## config.mk

```make
export PLATFORM = sky130hd
export DESIGN_NAME = can_rx_router
export DESIGN_NICKNAME = d
export VERILOG_FILES = /design/src/rtl/can_rx_router.sv
export SDC_FILE = /design/constraint.sdc
export NUM_CORES = 1
export LEC_CHECK = 0
export BUFFER_PORTS_ARGS = -buffer_cell sky130_fd_sc_hd__buf_2
export CAP_MARGIN = 20
export CELL_PAD_IN_SITES_DETAIL_PLACEMENT = 1
export CELL_PAD_IN_SITES_GLOBAL_PLACEMENT = 1
export CORE_ASPECT_RATIO = 0.9
export CORE_MARGIN = 2
export CORE_UTILIZATION = 46
export CTS_CLUSTER_DIAMETER = 100
export DETAILED_ROUTE_END_ITERATION = 12
export HOLD_SLACK_MARGIN = 0.05
export PLACE_DENSITY = 0.86
export SETUP_SLACK_MARGIN = 0.05
export SYNTH_ARGS = -nofsm -noshare
export SYNTH_HDL_FRONTEND = slang
export SYNTH_SLANG_ARGS = --single-unit
```

## constraint.sdc

```tcl
create_clock -name clk -period 3.1 [get_ports clk]
set_clock_uncertainty 0.2 [all_clocks]
set_input_delay 0.465 -clock clk [delete_from_list [all_inputs] [get_ports clk]]
set_output_delay 0.465 -clock clk [all_outputs]
set_load 0.02 [all_outputs]
```

## src/rtl/can_rx_router.sv

```systemverilog
module can_rx_router #(
  parameter int NUM_FILT = 2,
  parameter int PRIO_EN  = 1,
  parameter int IW       = 29,
  parameter int STD_W    = 11,
  parameter int DATA_W   = 64
) (
  input  logic              clk,
  input  logic              rst,
  input  logic              frm_valid,
  input  logic              frm_ext,
  input  logic [IW-1:0]     frm_id,
  input  logic [3:0]        frm_dlc,
  input  logic [DATA_W-1:0] frm_data,
  input  logic              cfg_we,
  input  logic [2:0]        cfg_addr,
  input  logic [IW-1:0]     cfg_wdata,
  input  logic              fifo_full,
  input  logic              prio_full,
  output logic              fifo_wr,
  output logic              prio_wr,
  output logic              out_ext,
  output logic [IW-1:0]     out_id,
  output logic [3:0]        out_dlc,
  output logic [DATA_W-1:0] out_data,
  output logic              fifo_ovr,
  output logic              prio_ovr
);
  localparam int NF = (NUM_FILT == 0) ? 1 : NUM_FILT;
  localparam logic [IW-1:0] STD_CMP = {{STD_W{1'b1}}, {(IW-STD_W){1'b0}}};
  localparam logic [2:0] A_PID = 3'd4, A_PMSK = 3'd5, A_CLR = 3'd6;

  logic [IW-1:0] f_id [NF];
  logic [IW-1:0] f_msk [NF];
  logic [IW-1:0] p_id, p_msk;
  logic [NF-1:0] f_hit;

  wire [IW-1:0] cmp = frm_ext ? {IW{1'b1}} : STD_CMP;

  for (genvar g = 0; g < NF; g++) begin : g_filt
    always_ff @(posedge clk) begin
      if (rst) begin
        f_id[g]  <= '0;
        f_msk[g] <= '1;
      end else if (cfg_we && g < NUM_FILT) begin
        if (cfg_addr == 3'(2*g))   f_id[g]  <= cfg_wdata;
        if (cfg_addr == 3'(2*g+1)) f_msk[g] <= cfg_wdata;
      end
    end
    assign f_hit[g] = ((frm_id ^ f_id[g]) & f_msk[g] & cmp) == '0;
  end

  always_ff @(posedge clk) begin
    if (rst) begin
      p_id  <= '0;
      p_msk <= '1;
    end else if (cfg_we) begin
      if (cfg_addr == A_PID)  p_id  <= cfg_wdata;
      if (cfg_addr == A_PMSK) p_msk <= cfg_wdata;
    end
  end

  wire fifo_hit = (NUM_FILT == 0) ? 1'b1 : |f_hit;
  wire p_hit    = (PRIO_EN != 0) && (((frm_id ^ p_id) & p_msk & cmp) == '0);
  wire to_p     = p_hit && !prio_full;
  wire to_f     = !to_p && fifo_hit && !fifo_full;
  wire lose_f   = !to_p && fifo_hit && fifo_full;
  wire lose_p   = p_hit && prio_full && !fifo_hit;
  wire clr      = cfg_we && cfg_addr == A_CLR;

  always_ff @(posedge clk) begin
    if (rst) begin
      fifo_wr  <= 1'b0;
      prio_wr  <= 1'b0;
      fifo_ovr <= 1'b0;
      prio_ovr <= 1'b0;
    end else begin
      fifo_wr  <= frm_valid && to_f;
      prio_wr  <= frm_valid && to_p;
      fifo_ovr <= (fifo_ovr && !(clr && cfg_wdata[0])) || (frm_valid && lose_f);
      prio_ovr <= (prio_ovr && !(clr && cfg_wdata[1])) || (frm_valid && lose_p);
    end
  end

  always_ff @(posedge clk) begin
    if (rst) begin
      out_ext  <= 1'b0;
      out_id   <= '0;
      out_dlc  <= '0;
      out_data <= '0;
    end else if (frm_valid) begin
      out_ext  <= frm_ext;
      out_id   <= frm_id;
      out_dlc  <= frm_dlc;
      out_data <= frm_data;
    end
  end
endmodule


```

# Yosys cells after proc, flatten, opt, wreduce, memory -nomap -nowiden
# Memory sizes are Yosys's and may differ from the RTL's.
# Cells that the tools add are included.
[word_totals]
ff_bits = 160
latch_bits = 0
ram_bits = 116
mem_bits_ro = 0
out_inout_bits = 102
memories = 2
[op_classes]
addsub = 0
mul = 0
div_mod_pow = 0
order_cmp = 0
n_eq_ne = 6
n_shift = 0
muxes = 23
bitwise = 13
n_reduce_logical = 30
[memory_table]
columns = ["name", "words", "word_bits", "rd", "rd_clocked_by_memory_dff", "write_ports", "line", "source"]
rows = [
  ["f_id", 2, 29, 2, 0, 2, "33", "logic [IW-1:0] f_id [NF];"],
  ["f_msk", 2, 29, 2, 0, 2, "34", "logic [IW-1:0] f_msk [NF];"],
]
[ops]
columns = ["op", "count"]
rows = [
  ["AND 29 bit", 6],
  ["2-to-1 mux 29 bit", 4],
  ["zero test 29 bit", 3],
  ["bitwise XOR 29 bit", 3],
  ["2-to-1 mux 1 bit", 18],
  ["2-to-1 mux 18 bit", 1],
  ["logical AND 1 bit", 15],
  ["== test 3 bit (second input constant)", 3],
  ["== test 3 x 2 -> 1 bit (second input constant)", 2],
  ["zero test 1 bit", 6],
  ["bitwise OR 1 bit", 4],
  ["AND reduction 2 bit", 2],
  ["== test 3 x 1 -> 1 bit (second input constant)", 1],
  ["zero test 3 bit", 1],
  ["logical OR 1 bit", 2],
  ["OR reduction 2 bit", 1],
]

# Depth between registers and ports, before layout
# Gate-level depths: netlist of the first run.
[depth]
ltp_word = 10
mapped_depth = 7

# Worst setup path after synthesis of the first run
# OpenSTA, ideal clock, no wires.
[synth_timing]
kind = "input to register"
from = "in rst"
to = "mem f_id[0][0] (enable)"
setup_time_ps = 385
arrival_ps = 1649
required_time_ps = 2515
setup_slack_ps = 867
stages = 3
path_cell_list = "clkbuf_1 -> clkbuf_1 -> a21o_1"
[synth_rtl]
columns = ["element", "line", "source"]
rows = [
  ["from (decl)", "9", "input logic rst,"],
  ["to (decl)", "33", ""],
]

# Worst setup path in the final report of the first run
[layout_timing]
from = "in frm_id[7]"
to = "reg prio_ovr"
[layout_via]
elab_chain_len = 9
[layout_lines]
columns = ["element", "line", "source"]
rows = [
  ["from (decl)", "12", "input logic [IW-1:0] frm_id,"],
  ["bitwise XOR 29 bit", "50", "assign f_hit[g] = ((frm_id ^ f_id[g]) & f_msk[g] & cmp) == '0;"],
  ["AND 29 bit (2 in a row)", "50", ""],
  ["zero test 29 bit", "50", ""],
  ["OR reduction 2 bit", "63", "wire fifo_hit = (NUM_FILT == 0) ? 1'b1 : |f_hit;"],
  ["zero test 1 bit", "68", "wire lose_p = p_hit && prio_full && !fifo_hit;"],
  ["logical AND 1 bit *", "68", ""],
  ["logical AND 1 bit *", "81", "prio_ovr <= (prio_ovr && !(clr && cfg_wdata[1])) || (frm_valid && lose_p);"],
  ["logical OR 1 bit *", "81", ""],
  ["to (signal assigned)", "81", ""],
  ["to (decl)", "27", "output logic prio_ovr"],
]
# Every way passes the cells marked *; elsewhere a longest branch is shown, timed or not.
# A chain may end at the register's enable or synchronous reset.

==> results of run 1 <==
## final cells by class
| class | count | area share |
|---|---|---|
| Multi-Input combinational cell | 661 | 0.290 |
| Timing Repair Buffer | 352 | 0.162 |
| Clock buffer | 41 | 0.0607 |
| Tap cell | 308 | 0.0261 |
| Clock inverter | 11 | 0.00713 |
| Antenna cell | 1 | 0.000170 |
| Sequential cell | 276 | 0.453 |
| Inverter | 2 | 0.000509 |
## sequential cells by signal (all words and copies together) (netlist names)
name and count:
out_data 64, p_msk 29, out_dlc 4, prio_wr 1, prio_ovr 1, fifo_ovr 1
fifo_wr 1, out_id 29, f_msk 58, p_id 29, f_id 58, out_ext 1
## cell families after synthesis
family | count (synthesis) | synth area share
and+or+nand+nor | 396 | 0.174
xor gates and xnor gates | 87 | 0.0682
buffers and inverters | 59 | 0.0201
AOI/OAI and AO/OA | 80 | 0.0514
DFF | 276 | 0.599
muxes | 98 | 0.0878
## through the flow
step / total power [mW] / area (um2)
floorplan: 4.61 / 11200
global placement: 4.98 / 12800
detailed placement: 5.02 / 12800
CTS: 8.71 / 14700
global route: 8.98 / 14700
finish: 8.72 / 14700
## routing by layer
layer | vias to the layer above | part of all wire | wire [um]
met2 | 366 | 0.50 | 18900
met1 | 4448 | 0.40 | 15200
met3 | 110 | 0.066 | 2530
li1 | 4078 | - | -
met4 | 0 | 0.041 | 1580
met5 | - | 0 | 0
## cell usage after synthesis (all sizes together)
master and number:
dfxtp 160, nand2 123, edfxtp 116, nor2 103, mux2i 98, xor2 87, and2 58, clkbuf 48
a21oi 31, or3 31, nand3b 30, or2 29, a22oi 19, a221oi 10, a22o 10, buf 9
nand3 7, nor3 5, a222oi 3, nand2b 3, nand4 3, a21o 2, a31o 2, inv 2
a41o 1, and2b 1, and4b 1, nor2b 1, o31ai 1, o41ai 1, or3b 1
## final timing paths
kind	depth (start not counted)	startpoint	endpoint	slack, ps
worst max register to register	7	p_id[7]$_SDFFE_PP0P_	prio_ovr$_SDFF_PP0_	690
worst min-delay path	3	frm_id[12]	out_id[12]$_SDFFE_PP0P_	60
worst min register to register	2	p_id[19]$_SDFFE_PP0P_	p_id[19]$_SDFFE_PP0P_	270
worst max-delay path	9	frm_id[7]	prio_ovr$_SDFF_PP0_	380
## power breakdown
part | switching (mW) | internal (mW) | total (mW)
Combinational | 0.596 | 0.408 | 1.00
Sequential | 0.105 | 3.99 | 4.09
Clock | 1.46 | 2.16 | 3.63
## worst max-delay path, cell delays in order
cell and delay (ps):
dlygate4sd3_1 530, buf_2 160, xor2_1 200, a22oi_1 240, nand2_1 110, o41ai_2 370
nand4_1 200, or3b_1 450, o31ai_2 240
==> parameters.txt, run 1 <==
Parameter                              Value

STA
  Period utilisation layout    0.877
  Worst-case hold slack    between 60 and 70 ps
  Setup TNS    0 ps
  Final critical-path required period    around 2700 ps
  Actual slew at the worst max-slew pin    715 ps
  Max Fclk    approximately 0.37 GHz
  Remaining max-slew budget at the tightest pin    0.521
  Setup repair after global routing missed its margin    no
  Count of endpoints failing hold in the final timing report    0
  Setup slack of the critical path after layout    around 380 ps
  Finish-stage setup viols    0
  Number of max-slew violations in the final report    0

Detailed routing
  DRC violation total after the first TritonRoute iteration    713
  Number of nets with antenna violations after routing    0
  DRC errors left    0
  First-pass detailed-route iteration total    5
  Total via count after detailed routing    between 9000 and 10000
  Per-cell via count in the routed design    between 5 and 6
  Post-DR wirelength/cell    ~23 um
  WL final    38200 um

Worst setup path
  CP max FO    4
  Capturing element type of the critical path    register
  Data arrival time of the worst path    around 3000 ps
  Worst setup path class    in -> reg
  Critical path required time    approximately 3300 ps
  Critical Path Start Type    input pin

Clock tree
  Count of instances resized after the clock tree is built    0
  Clock sinks    276
  Max Root-Sink Buffers    3
  Latest clock arrival within the worst-skew pair    540 ps
  Number of hold buffers added after CTS    98
  Clock tree from TritonCTS    yes
  Clock transition at the register clock pins on the worst setup and hold paths after CTS    ~60 ps
  TritonCTS Buffers    29
  Level count of the clock H-tree    1
  CTS Root Cell    clkbuf_16
  Number of setup buffers added after CTS    0

Min path
  Worst min path class    in -> reg

Logic synthesis
  Mean cell area of the mapped netlist    11.2 um2
  Dominant cell type by area after synthesis    edfxtp_1
  Portion of the post-synthesis area used by sequential elements    0.599
  Mapped Nets    roughly 1100
  Cell variety after synth    32
  Area fraction of the dominant cell type after synthesis    0.312
  Top cells by area, synth    edfxtp_1 31%, dfxtp_1 29%, mux2i_1 8.8%, xor2_1 6.8%, nand2_1 4.1%
  Total of flip-flops plus latches after synthesis    approximately 280
  Ys Warns    0
  Number of cells produced by synthesis    between 900 and 1000
  Synth Cell Area    roughly 11000 um2

Pwr
  Ratio of total power to cell area    between 500 and 600 nW/um2
  Leakage component of the power    ~6.5 nW
  Maximum vdd ir drop    roughly 0.34 mV

Cells and area
  Most frequent standard cell in the layout excluding fill and tap cells    buf_2
  Fill cells    between 2000 and 3000
  Total Nets Final    1458
  Most frequent cells in the layout    235 x buf_2, 160 x dfxtp_1, 123 x nand2_1
  Sequential cell area in the final layout    between 6000 and 7000 um2
  Multi-input logic area    roughly 4300 um2
  Area delta synth->final    32.0%
  Ratio of cells with drive above 1 in the final layout    0.251
  Filler-free cell count of the finished design    ~1700
  Fin util    0.613

Global routing
  Aggregate global routing overflow    0
  GR Layer Usage met2    0.513
  Layer carrying the most global-route usage    met2
  Met1 usage    0.359
  Initial antenna violation count    1
  Global-route wire length before repair    ~58000 um
  Number of global-route vias before repair    roughly 9900
  Largest net degree at the start of global routing    156
  Met3 routing resource usage after global routing    0.0602
  Global Route Usage Sum    0.295

Place
  Dpl ws    480 ps
  Placed Cells    between 1500 and 2000
  Half-perimeter wire length of the detailed placement result    around 22000 um
  Number of port buffers    237
  Weighted congestion reported at the end of routability-driven placement    ~0.8

Floorplanning
  Initial standard-cell utilization of the core    0.464
  Die Ht    roughly 150 um
  Die width    ~170 um
  I/O Pins    ~240
  Area of the die    roughly 26000 um2
  Core area    approximately 24000 um2
  Row cnt    54

Run
  Reported max-cap violation count    0

Outcome
  Result of the run    completed
(Power assumes the default switching activity.)
==> run 2, diff against run 1 <==
HOLD_SLACK_MARGIN = 0.15   (was 0.05)
==> run 2 against run 1 <==
Effect of this change: final cell count rose by 2.1%; sequential share of layout area fell by 0.98 points; worst hold slack improved by 95 ps; combinational power rose by 6%; first-iteration DRC count rose by 16%; count of clock-buffer cells in the layout did not move; via count rose by 4.5%; sequential power barely moved; core utilization rose by 1.4 points; critical endpoint unchanged.
==> parameters.txt, run 2 (synthesis results as in run 1) <==
Parameter                              Value

Outcome
  Result of the run    completed

Floorplanning
  I/O Pins    ~240
  Area of the die    25500 um2
  Core area    about 24000 um2
  Row cnt    54
  Initial standard-cell utilization of the core    0.464
  Die width    168 um
  Die Ht    152 um

Detailed routing
  WL final    approximately 42000 um
  DRC violation total after the first TritonRoute iteration    just over 800
  Total via count after detailed routing    ~9400
  Per-cell via count in the routed design    between 5 and 6
  DRC errors left    0
  Number of nets with antenna violations after routing    0
  Post-DR wirelength/cell    24.7 um
  First-pass detailed-route iteration total    5

Cells and area
  Most frequent standard cell in the layout excluding fill and tap cells    buf_2
  Register with the most flip-flops    out_data
  Number of flip-flops in the largest register    64
  Fill cells    2502
  Total Nets Final    around 1500
  Filler-free cell count of the finished design    1686
  Most frequent cells in the layout    235 x buf_2, 160 x dfxtp_1, 130 x dlygate4sd3_1
  Largest registers    out_data x64, f_id x58, f_msk x58
  Area delta synth->final    34.9%
  Ratio of cells with drive above 1 in the final layout    0.245

Worst setup path
  CP max FO    4
  Critical Path Start Type    input pin
  Buffer and inverter count on the worst path    2
  List of cells traversed by the critical path    dlygate4sd3_1, buf_2, xor2_1, a22oi_1, nand2_1, o41ai_2, nand4_1, or3b_1, o31ai_2
  Worst setup path class    in -> reg
  Delay of the slowest cell on the worst path    540 ps
  Data arrival time of the worst path    approximately 3100 ps
  Slowest-stage cell, CP    dlygate4sd3_1
  Capturing element type of the critical path    register
  Critical path required time    roughly 3300 ps
  Kind of cell with the highest combined delay on the critical path    compound AO/OA/AOI/OAI gates

Clock tree
  Clock transition at the register clock pins on the worst setup and hold paths after CTS    ~70 ps
  TritonCTS Buffers    29
  Level count of the clock H-tree    1
  CTS Root Cell    clkbuf_16
  Clock sinks    ~280
  Clock tree from TritonCTS    yes
  Latest clock arrival within the worst-skew pair    540 ps
  Count of instances resized after the clock tree is built    0
  Max Root-Sink Buffers    3

Run
  Reported max-cap violation count    0

Global routing
  Largest net degree at the start of global routing    between 150 and 200
  Number of global-route vias before repair    ~10000
  Global Route Usage Sum    0.320
  Aggregate global routing overflow    0
  Initial antenna violation count    3
  Global-route wire length before repair    62400 um

STA
  Finish-stage setup viols    0
  Setup repair after global routing missed its margin    no
  Actual slew at the worst max-slew pin    slightly above 700 ps
  Count of endpoints failing hold in the final timing report    0
  Setup slack of the critical path after layout    about 260 ps
  Remaining max-slew budget at the tightest pin    0.516
  Final critical-path required period    roughly 2800 ps
  Setup TNS    0 ps
  Number of max-slew violations in the final report    0
  Period utilisation layout    0.916
  Max Fclk    around 0.35 GHz

Place
  Half-perimeter wire length of the detailed placement result    21800 um
  Dpl ws    480 ps
  Number of port buffers    about 240
  Weighted congestion reported at the end of routability-driven placement    roughly 0.8
  Placed Cells    1501

Pwr
  Ratio of total power to cell area    just under 600 nW/um2
  Maximum vdd ir drop    approximately 0.35 mV
  Leakage component of the power    6.60 nW

Min path
  Worst min path class    in -> reg
==> run 2: changes by cell type in the layout (fill, tap and decap cells not counted), sizes merged <==
cell	before	now
diode	1	3
dlygate4sd3	98	130
==> run 2: final cells by class <==
cell class | count | area (um2) | share of cell area
Sequential cell | 276 | 6690 | 0.444
Multi-Input combinational cell | 661 | 4270 | 0.284
Timing Repair Buffer | 384 | 2710 | 0.180
Clock buffer | 41 | 895 | 0.0594
Tap cell | 308 | 385 | 0.0256
Clock inverter | 11 | 105 | 0.00697
Inverter | 2 | 7.51 | 0.000498
Antenna cell | 3 | 7.51 | 0.000498
==> run 2: layer usage <==
| metal | track usage | part of all wire |
|---|---|---|
| met4 | 0.128 | 0.044 |
| met2 | 0.558 | 0.50 |
| met5 | 0 | 0 |
| met1 | 0.392 | 0.39 |
| met3 | 0.0586 | 0.067 |
==> run 2: through the flow <==
| stage | area, um2 | utilization | hold slack [ps] | total power [mW] |
|---|---|---|---|---|
| floorplan | 11200 | - | 236 | 4.61 |
| global placement | 12800 | 0.531 | 249 | 4.98 |
| CTS | 15100 | 0.626 | 174 | 8.74 |
| global route | 15100 | 0.627 | 182 | 9.07 |
| finish | 15100 | 0.627 | 156 | 8.83 |
| detailed placement | 12800 | 0.531 | 258 | 5.02 |
==> run 2: final timing paths <==
kind / startpoint / to / slack (ps) / cells past startpoint
worst max-delay path: frm_id[5] / prio_ovr$_SDFF_PP0_ / 260 / 9
worst min-delay path: frm_id[25] / out_id[25]$_SDFFE_PP0P_ / 160 / 3
worst max register to register: p_id[5]$_SDFFE_PP0P_ / prio_ovr$_SDFF_PP0_ / 580 / 7
worst min register to register: p_id[19]$_SDFFE_PP0P_ / p_id[19]$_SDFFE_PP0P_ / 270 / 2
==> run 2: tightest hold or removal path, cell delays in order <==
cell and delay (ps):
buf_2 160, mux2i_1 150, nor2_1 70
==> run 2: timing repair <==
| item | 4_1_cts | 5_1_grt |
|---|---|---|
| hold endpoints to repair | 266 | 0 |
| setup buffers | 0 | 0 |
| hold buffers | 130 | 0 |
==> run 2: power breakdown <==
part | switching [mW] | internal, mW | leakage (nW)
registers | 0.111 | 3.99 | 2.45
clock network | 1.51 | 2.17 | 0.496
logic | 0.626 | 0.434 | 3.65
==> run 3, diff against run 2 <==
CORE_MARGIN = 3   (was 2)
==> run 3 against run 2 <==
Effect of this change: routed wire length grew 0.96%; non-clock buffer count up 3; sequential share of layout area grew 0.13 points; largest power group unchanged; highest routed layer is now met5.
==> parameters.txt, run 3 (synthesis results as in run 1) <==
Parameter                              Value

Pwr
  Ratio of total power to cell area    ~580 nW/um2
  Maximum vdd ir drop    0.409 mV
  Leakage component of the power    about 6.6 nW

Floorplanning
  Area of the die    about 26000 um2
  Initial standard-cell utilization of the core    0.473
  Core area    roughly 24000 um2
  Die Ht    approximately 150 um
  I/O Pins    ~240
  Die width    170 um
  Row cnt    53

Cells and area
  Most frequent cells in the layout    235 x buf_2, 160 x dfxtp_1, 131 x dlygate4sd3_1
  Filler-free cell count of the finished design    ~1700
  Total Nets Final    between 1000 and 1500
  Fill cells    ~2500
  Ratio of cells with drive above 1 in the final layout    0.242
  Largest registers    out_data x64, f_id x58, f_msk x58
  Most frequent standard cell in the layout excluding fill and tap cells    buf_2
  Register with the most flip-flops    out_data
  Area delta synth->final    34.6%
  Number of flip-flops in the largest register    64

Detailed routing
  Total via count after detailed routing    around 9500
  First-pass detailed-route iteration total    5
  DRC violation total after the first TritonRoute iteration    just over 900
  Post-DR wirelength/cell    25.0 um
  DRC errors left    0
  Number of nets with antenna violations after routing    0
  Per-cell via count in the routed design    roughly 5.6
  WL final    around 42000 um

Clock tree
  Clock sinks    roughly 280
  Clock tree from TritonCTS    yes
  CTS Root Cell    clkbuf_16
  TritonCTS Buffers    29
  Number of setup buffers added after CTS    0
  Latest clock arrival within the worst-skew pair    550 ps
  Clock transition at the register clock pins on the worst setup and hold paths after CTS    70 ps
  Level count of the clock H-tree    1
  Max Root-Sink Buffers    3
  Count of instances resized after the clock tree is built    0

Worst setup path
  Data arrival time of the worst path    approximately 3100 ps
  Critical path required time    about 3400 ps
  Capturing element type of the critical path    register
  CP max FO    4
  Critical Path Start Type    input pin
  Worst setup path class    in -> reg

STA
  Finish-stage setup viols    0
  Setup TNS    0 ps
  Period utilisation layout    0.903
  Number of max-slew violations in the final report    0
  Max Fclk    ~0.36 GHz
  Actual slew at the worst max-slew pin    743 ps
  Remaining max-slew budget at the tightest pin    0.504
  Count of endpoints failing hold in the final timing report    0
  Setup repair after global routing missed its margin    no
  Final critical-path required period    ~2800 ps

Global routing
  Global Route Usage Sum    0.311
  Aggregate global routing overflow    0
  Initial antenna violation count    4
  Largest net degree at the start of global routing    ~160
  Global-route wire length before repair    62800 um
  Number of global-route vias before repair    10400

Place
  Half-perimeter wire length of the detailed placement result    about 24000 um
  Placed Cells    approximately 1500
  Number of port buffers    approximately 240
  Weighted congestion reported at the end of routability-driven placement    0.807

Outcome
  Result of the run    completed

Run
  Reported max-cap violation count    0

Min path
  Worst min path class    in -> reg
-- run 3: cell types whose count changed in the layout (fill, tap and decap cells not counted) --
cell and change:
clkinv_2 +1, bufinv_16 +1, diode_2 -1, dlygate4sd3_1 +1, clkbuf_1 +4, buf_4 +2
inv_8 +1, clkbuf_8 -5, clkinv_1 +2, clkbuf_16 -2, clkinvlp_4 -1
-- run 3: worst max-delay path: stages --
cell,delay (ps)
dlygate4sd3_1,550
buf_2,170
xor2_1,200
a22oi_1,260
nand2_1,150
o41ai_2,420
nand4_1,200
or3b_1,450
o31ai_2,180
-- run 3: area by class of cell --
type	count	area (um2)	share of cell area
timing repair buffer	387	2740	0.182
sequential	276	6690	0.445
multi-input combinational	661	4270	0.284
tap	302	378	0.0251
inverter	2	7.51	0.000500
antenna	2	5.00	0.000333
clock inverter	15	151	0.0101
clock buffer	38	791	0.0526
-- run 3: layer usage --
layer / GRT usage / part of all wire
met4: 0.144 / 0.050
met2: 0.535 / 0.49
met5: 0 / 0.00031
met3: 0.0596 / 0.071
met1: 0.377 / 0.39
-- run 3: metrics by stage --
stage               setup slack, ps  power (mW)   util  area (um2)  hold slack, ps
floorplan                       867        4.61      -       11200             236
global placement                537        4.99  0.541       12800             249
detailed placement              463        5.03  0.541       12800             263
CTS                             433        8.64  0.636       15000             168
global route                    295        8.97  0.637       15000             207
finish                          300        8.72  0.637       15000             191
-- run 3: repair_timing --
| action | CTS | global route |
|---|---|---|
| hold buffers | 131 | 0 |
| endpoints found under the setup margin | 0 | 0 |
| endpoints found under the hold margin | 269 | 0 |
-- run 3: worst paths after layout --
check / start / to / slack (ps) / cells after the start
max reg2reg: p_id[15]$_SDFFE_PP0P_ / prio_ovr$_SDFF_PP0_ / 620 / 7
max: frm_id[3] / prio_ovr$_SDFF_PP0_ / 300 / 9
min: cfg_addr[0] / p_id[15]$_SDFFE_PP0P_ / 190 / 4
min reg2reg: p_id[0]$_SDFFE_PP0P_ / p_id[0]$_SDFFE_PP0P_ / 270 / 2
-- run 3: power breakdown --
| group | switching, mW | total (mW) | leakage [nW] | internal (mW) |
|---|---|---|---|---|
| clock network | 1.51 | 3.55 | 0.467 | 2.05 |
| logic | 0.630 | 1.07 | 3.66 | 0.436 |
| registers | 0.111 | 4.10 | 2.45 | 3.99 |
